===== src/rtl/dbs_pkg.sv =====
package dbs_pkg;

  typedef enum logic [2:0] {
    S_IDLE,
    S_PRE,
    S_ACT,
    S_RDW,
    S_WRW,
    S_CLS
  } seq_state_e;

  typedef enum logic [2:0] {
    C_NOP,
    C_ACT,
    C_RD,
    C_WR,
    C_PRE
  } bank_cmd_e;

  function automatic int max_of4(input int a, input int b, input int c, input int d);
    int m;
    m = a;
    if (b > m) m = b;
    if (c > m) m = c;
    if (d > m) m = d;
    return m;
  endfunction

endpackage


===== src/rtl/dbs_timer.sv =====
module dbs_timer #(
  parameter int W = 4
) (
  input  logic         clk,
  input  logic         rst,
  input  logic         load,
  input  logic [W-1:0] load_val,
  output logic         expired
);

  logic [W-1:0] cnt;

  always_ff @(posedge clk) begin
    if (rst) begin
      cnt <= '0;
    end else if (load) begin
      cnt <= load_val;
    end else if (cnt != '0) begin
      cnt <= cnt - 1'b1;
    end
  end

  assign expired = (cnt == '0);

endmodule


===== src/rtl/dbs_row_track.sv =====
module dbs_row_track #(
  parameter int ROW_W = 13
) (
  input  logic             clk,
  input  logic             rst,
  input  logic             open_en,
  input  logic             close_en,
  input  logic [ROW_W-1:0] row_in,
  input  logic [ROW_W-1:0] cmp_row,
  output logic             is_open,
  output logic [ROW_W-1:0] cur_row,
  output logic             hit
);

  always_ff @(posedge clk) begin
    if (rst) begin
      is_open <= 1'b0;
      cur_row <= '0;
    end else if (open_en) begin
      is_open <= 1'b1;
      cur_row <= row_in;
    end else if (close_en) begin
      is_open <= 1'b0;
    end
  end

  assign hit = is_open && (cur_row == cmp_row);

endmodule


===== src/rtl/dbs_cmd_reg.sv =====
module dbs_cmd_reg
  import dbs_pkg::*;
#(
  parameter int ROW_W  = 13,
  parameter int COL_W  = 10,
  parameter int DATA_W = 16,
  parameter int ADDR_W = 13
) (
  input  logic              clk,
  input  logic              rst,
  input  bank_cmd_e         cmd,
  input  logic [ROW_W-1:0]  row,
  input  logic [COL_W-1:0]  col,
  input  logic [DATA_W-1:0] wdata,
  output logic              act_q,
  output logic              rd_q,
  output logic              wr_q,
  output logic              pre_q,
  output logic [ADDR_W-1:0] addr_q,
  output logic [DATA_W-1:0] wdata_q
);

  logic [ADDR_W-1:0] row_x;
  logic [ADDR_W-1:0] col_x;

  generate
    if (ROW_W < ADDR_W) begin : g_row_pad
      assign row_x = {{(ADDR_W-ROW_W){1'b0}}, row};
    end else begin : g_row_full
      assign row_x = row;
    end
    if (COL_W < ADDR_W) begin : g_col_pad
      assign col_x = {{(ADDR_W-COL_W){1'b0}}, col};
    end else begin : g_col_full
      assign col_x = col;
    end
  endgenerate

  always_ff @(posedge clk) begin
    if (rst) begin
      act_q   <= 1'b0;
      rd_q    <= 1'b0;
      wr_q    <= 1'b0;
      pre_q   <= 1'b0;
      addr_q  <= '0;
      wdata_q <= '0;
    end else begin
      act_q <= (cmd == C_ACT);
      rd_q  <= (cmd == C_RD);
      wr_q  <= (cmd == C_WR);
      pre_q <= (cmd == C_PRE);
      if (cmd == C_ACT) begin
        addr_q <= row_x;
      end else if ((cmd == C_RD) || (cmd == C_WR)) begin
        addr_q <= col_x;
      end
      if (cmd == C_WR) begin
        wdata_q <= wdata;
      end
    end
  end

endmodule


===== src/rtl/dram_bank_seq.sv =====
module dram_bank_seq
  import dbs_pkg::*;
#(
  parameter int ROW_W  = 13,
  parameter int COL_W  = 10,
  parameter int DATA_W = 16,
  parameter int T_RCD  = 4,
  parameter int T_RP   = 4,
  parameter int T_CL   = 5,
  parameter int T_WR   = 3
) (
  input  logic                                    clk,
  input  logic                                    rst,
  input  logic                                    req_valid,
  output logic                                    req_ready,
  input  logic [ROW_W-1:0]                        req_row,
  input  logic [COL_W-1:0]                        req_col,
  input  logic                                    req_write,
  input  logic [DATA_W-1:0]                       req_wdata,
  input  logic                                    close_row,
  output logic                                    cmd_act,
  output logic                                    cmd_rd,
  output logic                                    cmd_wr,
  output logic                                    cmd_pre,
  output logic [((ROW_W > COL_W) ? ROW_W : COL_W)-1:0] bank_addr,
  output logic [DATA_W-1:0]                       wr_data,
  input  logic [DATA_W-1:0]                       rd_data,
  output logic                                    resp_valid,
  output logic [DATA_W-1:0]                       resp_data
);

  localparam int ADDR_W  = (ROW_W > COL_W) ? ROW_W : COL_W;
  localparam int LAT_MAX = max_of4(T_RCD, T_RP, T_CL, T_WR);
  localparam int CNT_W   = $clog2(LAT_MAX + 1);
  localparam logic [CNT_W-1:0] RCD_LD = CNT_W'(T_RCD - 1);
  localparam logic [CNT_W-1:0] RP_LD  = CNT_W'(T_RP - 1);
  localparam logic [CNT_W-1:0] CL_LD  = CNT_W'(T_CL - 1);
  localparam logic [CNT_W-1:0] WR_LD  = CNT_W'(T_WR - 1);

  seq_state_e        state_q, state_d;
  bank_cmd_e         cmd_sel;
  logic [ROW_W-1:0]  lat_row, sel_row;
  logic [COL_W-1:0]  lat_col, sel_col;
  logic [DATA_W-1:0] lat_wdata, sel_wdata;
  logic              lat_wr;
  logic              tmr_load, tmr_done;
  logic [CNT_W-1:0]  tmr_val;
  logic              open_en, close_en;
  logic              row_open, row_hit;
  logic [ROW_W-1:0]  open_row;
  logic              resp_fire;
  logic              take;

  assign req_ready = (state_q == S_IDLE) && !close_row;
  assign take      = req_valid && req_ready;

  dbs_timer #(.W(CNT_W)) u_timer (
    .clk      (clk),
    .rst      (rst),
    .load     (tmr_load),
    .load_val (tmr_val),
    .expired  (tmr_done)
  );

  dbs_row_track #(.ROW_W(ROW_W)) u_rows (
    .clk      (clk),
    .rst      (rst),
    .open_en  (open_en),
    .close_en (close_en),
    .row_in   (sel_row),
    .cmp_row  (req_row),
    .is_open  (row_open),
    .cur_row  (open_row),
    .hit      (row_hit)
  );

  dbs_cmd_reg #(
    .ROW_W  (ROW_W),
    .COL_W  (COL_W),
    .DATA_W (DATA_W),
    .ADDR_W (ADDR_W)
  ) u_cmd (
    .clk     (clk),
    .rst     (rst),
    .cmd     (cmd_sel),
    .row     (sel_row),
    .col     (sel_col),
    .wdata   (sel_wdata),
    .act_q   (cmd_act),
    .rd_q    (cmd_rd),
    .wr_q    (cmd_wr),
    .pre_q   (cmd_pre),
    .addr_q  (bank_addr),
    .wdata_q (wr_data)
  );

  always_comb begin
    state_d   = state_q;
    cmd_sel   = C_NOP;
    sel_row   = lat_row;
    sel_col   = lat_col;
    sel_wdata = lat_wdata;
    tmr_load  = 1'b0;
    tmr_val   = '0;
    open_en   = 1'b0;
    close_en  = 1'b0;
    resp_fire = 1'b0;
    unique case (state_q)
      S_IDLE: begin
        if (close_row) begin
          if (row_open) begin
            cmd_sel  = C_PRE;
            close_en = 1'b1;
            tmr_load = 1'b1;
            tmr_val  = RP_LD;
            state_d  = S_CLS;
          end
        end else if (req_valid) begin
          sel_row   = req_row;
          sel_col   = req_col;
          sel_wdata = req_wdata;
          if (row_hit) begin
            cmd_sel  = req_write ? C_WR : C_RD;
            tmr_load = 1'b1;
            tmr_val  = req_write ? WR_LD : CL_LD;
            state_d  = req_write ? S_WRW : S_RDW;
          end else if (row_open) begin
            cmd_sel  = C_PRE;
            close_en = 1'b1;
            tmr_load = 1'b1;
            tmr_val  = RP_LD;
            state_d  = S_PRE;
          end else begin
            cmd_sel  = C_ACT;
            open_en  = 1'b1;
            tmr_load = 1'b1;
            tmr_val  = RCD_LD;
            state_d  = S_ACT;
          end
        end
      end
      S_PRE: begin
        if (tmr_done) begin
          cmd_sel  = C_ACT;
          open_en  = 1'b1;
          tmr_load = 1'b1;
          tmr_val  = RCD_LD;
          state_d  = S_ACT;
        end
      end
      S_ACT: begin
        if (tmr_done) begin
          cmd_sel  = lat_wr ? C_WR : C_RD;
          tmr_load = 1'b1;
          tmr_val  = lat_wr ? WR_LD : CL_LD;
          state_d  = lat_wr ? S_WRW : S_RDW;
        end
      end
      S_RDW: begin
        if (tmr_done) begin
          resp_fire = 1'b1;
          state_d   = S_IDLE;
        end
      end
      S_WRW, S_CLS: begin
        if (tmr_done) begin
          state_d = S_IDLE;
        end
      end
      default: state_d = S_IDLE;
    endcase
  end

  always_ff @(posedge clk) begin
    if (rst) begin
      state_q <= S_IDLE;
    end else begin
      state_q <= state_d;
    end
  end

  always_ff @(posedge clk) begin
    if (rst) begin
      lat_row   <= '0;
      lat_col   <= '0;
      lat_wr    <= 1'b0;
      lat_wdata <= '0;
    end else if (take) begin
      lat_row   <= req_row;
      lat_col   <= req_col;
      lat_wr    <= req_write;
      lat_wdata <= req_wdata;
    end
  end

  always_ff @(posedge clk) begin
    if (rst) begin
      resp_valid <= 1'b0;
      resp_data  <= '0;
    end else begin
      resp_valid <= resp_fire;
      if (resp_fire) begin
        resp_data <= rd_data;
      end
    end
  end

endmodule


===== config.mk =====
export PLATFORM = sky130hd
export DESIGN_NAME = dram_bank_seq
export DESIGN_NICKNAME = d
export VERILOG_FILES = /design/src/rtl/dbs_pkg.sv /design/src/rtl/dbs_timer.sv /design/src/rtl/dbs_row_track.sv /design/src/rtl/dbs_cmd_reg.sv /design/src/rtl/dram_bank_seq.sv
export SDC_FILE = /design/constraint.sdc
export NUM_CORES = 1
export LEC_CHECK = 0
export BUFFER_PORTS_ARGS = -buffer_cell sky130_fd_sc_hd__buf_4
export CAP_MARGIN = 0
export CORE_MARGIN = 2
export CORE_UTILIZATION = 40
export CTS_BUF_LIST = sky130_fd_sc_hd__clkbuf_16
export DETAILED_ROUTE_END_ITERATION = 8
export GPL_ROUTABILITY_DRIVEN = 0
export GPL_TIMING_DRIVEN = 0
export REMOVE_ABC_BUFFERS = 1
export SLEW_MARGIN = 20
export SYNTH_ARGS = -nofsm -noshare
export SYNTH_HDL_FRONTEND = slang
export SYNTH_SLANG_ARGS = --single-unit

===== constraint.sdc =====
create_clock -name clk -period 2.2 [get_ports clk]
set_input_delay 0.33 -clock clk [delete_from_list [all_inputs] [get_ports clk]]
set_output_delay 0.33 -clock clk [all_outputs]
set_load 0.05 [all_outputs]

Word level (Yosys, flattened, before mapping)
Index checks and enable logic that the tools add are counted.
Storage, ports and cells
  register bits: 110
  input bits: 60
  output and inout bits: 51
  logic and storage cells: 106
Cells by class
  add/sub/neg operators: 1
  eq/ne operators: 15
  mux-type cells: 60
  reduce and logical (&&, ||, !) cells: 14
Operator list (count)
  $mux 3: 22
  $mux 13: 5
  $mux 16: 3
  $mux 10: 3
  $mux 1: 18
  $pmux 3 s3: 2
  $eq 13x13->1: 1
  $eq 3x2->1 const B: 4
  $pmux 3 s4: 1
  $eq 3x3->1 const B: 3
  $mux 2: 4
  $eq 3x1->1 const B: 2
  $logic_not 3->1: 2
  $reduce_bool 2->1: 3
  $reduce_and 5->1: 1
  $ne 2x2->1 const B: 2
  $pmux 1 s2: 2
  $logic_and 1x1->1: 3
  $ne 3x2->1 const B: 1
  $ne 3x3->1 const B: 1
  $reduce_bool 3->1: 1
  $reduce_or 3->1: 1
  $sub 3x1->3 const B: 1
  $ne 2x1->1 const B: 1
  3 further kinds: 3

Logic depth before layout (Yosys ltp)
Gate-level depths: netlist (run 1).
  depth in word-level cells: 10
  gate-level depth with buffers: 9
  gate-level depth less buffers: 7

Modules after synthesis
Synthesis (run 1) repeated with hierarchy kept, for this count alone.
Unflattened totals
  cell total of the unflattened synthesis: 585
  area, all modules: 4863.4 µm²
Modules (own cells, without submodules)
  dram_bank_seq: instances 1, cells each 359, area each 2775.2 µm², sequential area each 1201.2 µm²
  dbs_cmd_reg: instances 1, cells each 140, area each 1238.7 µm², sequential area each 660.6 µm²
  dbs_row_track: instances 1, cells each 64, area each 643.1 µm², sequential area each 280.3 µm²
  dbs_timer: instances 1, cells each 22, area each 206.4 µm², sequential area each 60.1 µm²

Least setup slack after synthesis (run 1)
No wires, ideal clock.
  path kind: reg-to-reg
  start: register state_q[0]
  end: register state_q[1]
  setup time: 0.069 ns
  arrival time: 2.231 ns
  required time: 2.131 ns
  setup slack: -0.100 ns
  stages on the path, launching flop included: 7
  path buffers: 2
  clock period less this slack: 2.300 ns
  cells stage by stage: dfxtp_1 > buf_6 > or2_1 > clkbuf_1 > nor3_1 > o211ai_1 > nor2_1
Between the ends
  cells in the longest elaborated chain, start to end: 4
  elaborated cells between the ends (all ways): 14
  classes of those cells: 10 x eq/ne; 1 x mux; 3 x reduce/logical
RTL lines
  start: declaration: RTL line dram_bank_seq.sv:40  | seq_state_e state_q, state_d;
  start signal: assignment: RTL line dram_bank_seq.sv:178  | state_q <= state_d;
  $eq 3x3->1 or $eq 3x2->1 (tied branches): RTL line dram_bank_seq.sv:108  | unique case (state_q)
  $reduce_or 3->1 (no source line)
  $ne 2x1->1 (no source line)
  $reduce_and 5->1 (no source line)
Parallel ways exist; a longest one is shown, timed or not.
A chain may end at the register's enable or synchronous reset.

Final worst setup path (run 1)
  start: register u_timer.cnt[0]
  end: register u_cmd.wdata_q[2]
Between the ends
  cells in the longest elaborated chain, start to end: 4
  elaborated cells between the ends (all ways): 5
  classes of those cells: 1 x eq/ne; 3 x mux; 1 x reduce/logical
RTL lines
  start: declaration: RTL line dbs_timer.sv:11  | logic [W-1:0] cnt;
  start signal: assignment: RTL line dbs_timer.sv:17  | cnt <= load_val;
  start signal: assignment: RTL line dbs_timer.sv:19  | cnt <= cnt - 1'b1;
  $logic_not 3->1 *: RTL line dbs_timer.sv:23  | assign expired = (cnt == '0);
  $mux 2 or $mux 1 (tied branches): RTL line dram_bank_seq.sv:152, dram_bank_seq.sv:143
  $pmux 3 s3 *: RTL line dram_bank_seq.sv:108
  $eq 3x2->1 *: RTL line dbs_cmd_reg.sv:57  | if (cmd == C_WR) begin
  end signal: assignment: RTL line dbs_cmd_reg.sv:58  | wdata_q <= wdata;
  end: declaration: RTL line dbs_cmd_reg.sv:20  | output logic [DATA_W-1:0] wdata_q
Every way passes the cells marked *; elsewhere a longest branch is shown, timed or not.

==> out/results.ini, run 1 <==
[power]
p_sw_uw = 2570
clkPwrFrac_pct = 21.2
power_density_nw_per_um2 = 1100
power_frac_comb_pct = 40.6
p_seq_share_pct = 38.2
peakVddDrop_uv = 510
internal-power_uw = 4240
total_leakage_power_uw = 0.00262
switching_share_pct = 37.8

[route]
dr.pass1.iters = 4
drtAntennaViolNets = 0
drc = 0
drtIter0Drc = 232
wl_per_cell_um = 15.6
dr_total_vias = 4075
viasPerCell = 5.19
wl_um = 12300

[yosys]
postSynthAreaPerCell_um2 = 9.12
ys.flop_type = dfxtp_1
synth-async-reset-ratio_pct = 0
synth.area.top_cells = dfxtp_1 (45%), mux2i_1 (9.1%), nand2_1 (7.9%)
yosys-top-cells-count = dfxtp_1 (110), nand2_1 (102), a21oi_1 (52)
syn_inst = 531
synth_largest_area_cell = dfxtp_1
synth_top_area_share_pct = 45.5
yosysWarnings = 0
ys_types = 53
ys_ff_latch = 110
syn_area_um2 = 4840
synth_seq_area_share_pct = 45.5
synth_edf_count = 0
yosysMostFrequentCell = dfxtp_1

[die]
core_area_um2 = 11900
ios = 111
dieWidth_um = 114
start_util_pct = 40.7
placementRows = 40
fp.dieArea_um2 = 13000
die_y_um = 114

[clock_tree]
clockBufferDepth = 2
cts.clk_slew.worst_paths_ns = 0.07
cts_sinks = 110
tritoncts = done
holdBufCountCts = 0
cts_buffers = 9
cts_max_level = 3
cts-root-buf = clkbuf_16
worstSkewPairLatency_ns = 0.35

[worst_setup_path]
crit_required_ns = 2.43
worstSetupPathType = reg2reg
arrival_ns = 2.32
cp-end-kind = flip-flop
crit_path_start_kind = flip-flop
critPathMaxFanout = 17

[timing]
setup-violations-final = 0
worstMarginPinSlew_ns = 0.761
relSlewSlack_pct = 49.3
finClkSkew_ns = 0.00569
hold_viol_final = 0
fin_crit_sh_pct = 94.7
fmax_mhz = 480
min_period_ns = 2.08
fin_hold_ws_ns = 0.227
rsz0062_at_grt = no
slew_violations = 0

[global_routing]
grt_pass1_wl_um = 19700
track_usage_pct = 19.2
grt_pass1_vias = 3852
gr-total-overflow = 0
grt_antenna_before_repair = 0
grt_max_degree = 100

[finish]
drive_gt1_share_pct = 28.2
area_growth_syn_to_layout_pct = 27.8
antennaDiodeCount = 0
utilization_pct = 52.0
fill_cells = 1107
finalNetCount = 695

[placement]
dp_hpwl_um = 7730
port-buffer-count = 110

[outcome]
status = finished, final reports clean

[job]
drv_cap = 0

[worst_hold_path]
min_path_type = in2reg

stage by stage:
stage               area [µm²]  setup TNS [ns]  setup WS (ns)  cells  total power (µW)
floorplan                 4660          -20.63         -0.783    494              4330
global placement          5670          -95.59          -2.12    751              4970
detailed placement        5720          -17.23         -0.547    754              5060
CTS                       6100               0         0.0161    779              6680
global route              6190               0        0.00959    785              7220
finish                    6190               0          0.116    785              6810
power groups by stage:
stage | combinational [µW] | sequential (µW) | clock (µW)
final | 2760 | 2600 | 1450
after global routing | 3010 | 2630 | 1580
after CTS | 2600 | 2590 | 1490
after detailed placement | 2450 | 2610 | 0
after global placement | 2370 | 2600 | 0
after floorplan | 1590 | 2740 | 0
registers in the layout (all words and copies together) (netlist names), 3 cells and up:
register,flops
lat_wdata,16
resp_data,16
u_cmd.wdata_q,16
lat_row,13
u_cmd.addr_q,13
u_rows.cur_row,13
lat_col,10
state_q,3
u_timer.cnt,3
path summary, 6_finish.rpt:
kind              cells past startpoint          endpoint           start  slack [ns]
hold / removal                        3     resp_data[12]     rd_data[12]        0.23
hold reg to reg                       2        lat_col[2]      lat_col[2]        0.45
setup reg to reg                      8  u_cmd.wdata_q[2]  u_timer.cnt[0]        0.12
setup / recovery                      8  u_cmd.wdata_q[2]  u_timer.cnt[0]        0.12
worst max-delay path, stage by stage, from the launching register on:
cell	delay, ns
dfxtp_1	0.37
inv_1	0.11
ha_1	0.24
nand2b_2	0.21
a211oi_4	0.09
o211a_1	0.27
a21oi_4	0.15
buf_12	0.19
mux2_2	0.35
cell usage in the layout (no fill, tap or decap), types with 3 or more instances in the layout:
cell	netlist	final
o21ai_0	6	6
clkinv_1	0	3
buf_12	0	5
a21oi_1	52	51
nor2_1	41	40
clkbuf_16	0	9
buf_6	3	3
a211oi_1	16	16
mux2i_1	44	44
a31o_2	3	3
nor3_4	2	3
nor2b_1	19	18
mux2_4	9	9
inv_1	5	6
o22a_1	10	10
nor3_1	7	7
nand2_1	102	100
nand4_1	5	5
buf_4	3	118
xnor2_1	15	15
mux2_2	7	7
dfxtp_1	110	107
logic make-up (layout without fill, tap and decap cells):
family,count (synthesis),count (layout),share of synthesized area (%)
simple gates,193,195,18.7
compound gates,107,107,14.7
xor+xnor,16,16,2.89
mux,60,60,13.5
buf+inv,43,148,4.29
flops,110,110,45.5
fa+ha+maj,2,2,0.516
layout make-up:
class | instances | area (µm²) | area share [%]
clock inverter | 7 | 32.5 | 0.525
timing repair buffer | 126 | 1020 | 16.5
inverter | 6 | 22.5 | 0.364
sequential | 110 | 2210 | 35.7
tap | 147 | 184 | 2.97
multi-input combinational | 380 | 2500 | 40.4
clock buffer | 9 | 225 | 3.64
repair_timing:
item / in CTS / in global routing
gates resized for setup: 9 / 6
endpoints found under the setup margin: 46 / 58
buffers inserted: 7 / 6
pin swaps: 5 / 3
cloned: 2 / 0
layer usage:
| layer | GRT usage (%) | vias up | wire (µm) |
|---|---|---|---|
| met5 | 0 | - | 0 |
| met4 | 6.99 | 0 | 198 |
| met3 | 3.39 | 14 | 566 |
| met2 | 31.2 | 108 | 6060 |
| met1 | 25.6 | 1917 | 5450 |
| li1 | - | 2036 | - |
No activity file was read; power rests on OpenSTA's default activity.
==> run 2: changes to the inputs <==
--- a/config.mk
+++ b/config.mk
@@ -5,11 +5,12 @@
 export SDC_FILE = /design/constraint.sdc
 export NUM_CORES = 1
 export LEC_CHECK = 0
+export ABC_AREA = 1
 export BUFFER_PORTS_ARGS = -buffer_cell sky130_fd_sc_hd__buf_4
 export CAP_MARGIN = 0
 export CORE_MARGIN = 2
 export CORE_UTILIZATION = 40
-export CTS_BUF_LIST = sky130_fd_sc_hd__clkbuf_16
+export CTS_BUF_LIST = sky130_fd_sc_hd__clkbuf_4
 export DETAILED_ROUTE_END_ITERATION = 8
 export GPL_ROUTABILITY_DRIVEN = 0
 export GPL_TIMING_DRIVEN = 0
==> out/results.ini, run 2 <==
[timing]
finClkSkew_ns = 0.0158
fin_crit_sh_pct = 93.4
setup-violations-final = 0
fmax_mhz = 487
hold_viol_final = 0
min_period_ns = 2.05
relSlewSlack_pct = 45.9
fin_hold_ws_ns = 0.100
slew_violations = 0
worstMarginPinSlew_ns = 0.811
rsz0062_at_grt = yes

[global_routing]
grt_use_met1_pct = 23.9
grt_use_met2_pct = 33.0
grt_pass1_vias = 4038
gr-total-overflow = 0
grt_antenna_before_repair = 0
grt_pass1_wl_um = 19500
grtUsageMet3_pct = 2.92
track_usage_pct = 19.1
grt_max_degree = 73
grt-busiest-layer = met2

[power]
p_sw_uw = 2330
total_leakage_power_uw = 0.00275
clkPwrFrac_pct = 21.2
internal-power_uw = 3820
peakVddDrop_uv = 607
p_seq_share_pct = 40.6
power_frac_comb_pct = 38.2
switching_share_pct = 37.9
power_density_nw_per_um2 = 1040

[worst_hold_path]
holdCritStartpoint = req_wdata[1]
holdPathStages = 3
min_to = lat_wdata[1]
min_path_type = in2reg

[yosys]
yosysWarnings = 0
yosysMostFrequentCell = nand2_1
yosys-top-cells-count = nand2_1 (136), dfxtp_1 (110), nor2_1 (109)
synth_top_area_share_pct = 47.0
syn_inst = 643
synth_seq_area_share_pct = 47.0
synth-async-reset-ratio_pct = 0
synth_largest_area_cell = dfxtp_1
ys.flop_type = dfxtp_1
synth.area.top_cells = dfxtp_1 (47%), nand2_1 (11%), nor2_1 (8.7%)
ys_types = 29
postSynthAreaPerCell_um2 = 7.28
syn_area_um2 = 4680
ys_ff_latch = 110
synth_edf_count = 0

[placement]
dp_hpwl_um = 7330
placed_cell_area_um2 = 5540
port-buffer-count = 110

[worst_setup_path]
critPathMaxFanout = 28
r2r-start = state_q[0]
reg2reg_to = u_cmd.addr_q[2]
r2r_cells = 11
crit_required_ns = 2.60
worstSetupPathType = reg2reg
crit_path_start_kind = flip-flop
cp-startpoint = state_q[0]
rrSetupSlack_ns = 0.15
cp-end-kind = flip-flop
arrival_ns = 2.45

[die]
ios = 111
placementRows = 39
fp.dieArea_um2 = 12600
start_util_pct = 41.0
core_area_um2 = 11400
dieWidth_um = 112
die_y_um = 112

[route]
dr_total_vias = 4345
dr.pass1.iters = 5
drtIter0Drc = 270
wl_um = 12200
drtAntennaViolNets = 0
drc = 0
viasPerCell = 4.88
wl_per_cell_um = 13.6

[clock_tree]
tritoncts = done
cts-root-buf = clkbuf_4
cts.clk_slew.worst_paths_ns = 0.16
cts_sinks = 110
cts_buffers = 9
worstSkewPairLatency_ns = 0.47
cts_max_level = 3
holdBufCountCts = 0
clockBufferDepth = 2

[finish]
utilization_pct = 51.9
drive_gt1_share_pct = 22.1
area_growth_syn_to_layout_pct = 26.4
final_common_cell = nand2_1
fill_cells = 1147
finalInstanceArea_um2 = 5920
reg_top3 = lat_wdata x16, resp_data x16, u_cmd.wdata_q x16
finalNetCount = 807
final_cell_mix = nand2_1 (134), buf_4 (120), dfxtp_1 (109)
antennaDiodeCount = 0

[job]
drv_cap = 0

[outcome]
status = finished, final reports clean

-- run 2: changes by cell type in the layout (fill, tap and decap cells not counted), moves of 10 or more --
cell	previous run	this run
o21ai_1	1	27
mux2i_1	44	16
o22a_1	10	0
a211oi_1	16	1
nand2_1	100	134
nor2_1	40	105
xnor2_1	15	2
inv_1	6	68
nor2b_1	18	0
o21ai_0	6	20
nand3_1	2	21
-- run 2: timing repair --
action                                  4_1_cts  5_1_grt
setup buffers                                 7        3
cloned                                        3        1
pin swaps                                     3        3
resized for setup                            15        4
endpoints found under the setup margin       49       32
-- run 2: cell families after synthesis --
family | count (synthesis) | share of synthesized area (%)
simple gates | 303 | 27.1
flops | 110 | 47.0
buf+inv | 106 | 9.80
compound gates | 104 | 11.8
mux | 16 | 3.42
xor+xnor | 2 | 0.374
fa+ha+maj | 2 | 0.534
-- run 2: power by group through the flow --
stage               logic (µW)  clock network [µW]  registers [µW]
floorplan                 1190                   0            2830
global placement          2080                   0            2520
detailed placement        2160                   0            2540
CTS                       2300                1350            2500
global route              2610                1410            2540
finish                    2350                1310            2500
-- run 2: stage by stage --
stage	cells	TNS (ns)	setup slack (ns)	power, µW
finish	891	0	0.146	6150
global route	891	-0.126	-0.0460	6560
global placement	862	-95.43	-2.77	4600
CTS	887	-0.0250	-0.0250	6150
detailed placement	863	-35.40	-1.01	4690
floorplan	609	-35.76	-1.09	4030
-- run 2: worst max-delay path by stage --
stage,to,depth (start not counted),slack [ns]
after floorplan,u_cmd.addr_q[6],9,-1.09
after global placement,u_cmd.addr_q[6],9,-2.77
after detailed placement,u_cmd.addr_q[7],9,-1.01
after CTS,u_cmd.addr_q[2],11,-0.03
after global routing,u_timer.cnt[1],14,-0.05
final,u_cmd.addr_q[2],11,0.15
-- run 2: area by class of cell --
cell class              count  area [µm²]  area share, %
clock buffers               9        67.6           1.14
clock inverters             5         124           2.09
inverters                  72         283           4.78
multi-input cells         430        2130           35.9
flip-flops and latches    110        2200           37.2
well taps                 143         179           3.02
repair buffers            121         928           15.7
repair inverters            1        7.51          0.127
-- run 2: worst max-delay path: stages, from the launching register on --
cell and delay (ns):
dfxtp_1 0.39, inv_1 0.10, nand2_2 0.13, nor2_4 0.08, nand2_8 0.13, inv_6 0.10
a21oi_4 0.26, buf_16 0.21, clkinvlp_4 0.19, o21ai_1 0.18, nand2_1 0.08, a21oi_1 0.12
-- run 2: routing by layer --
| metal | part of all wire (%) | up-vias |
|---|---|---|
| met2 | 49 | 98 |
| met5 | 0 | - |
| met4 | 1.7 | 0 |
| met3 | 4.4 | 14 |
| met1 | 45 | 2000 |
| li1 | - | 2233 |
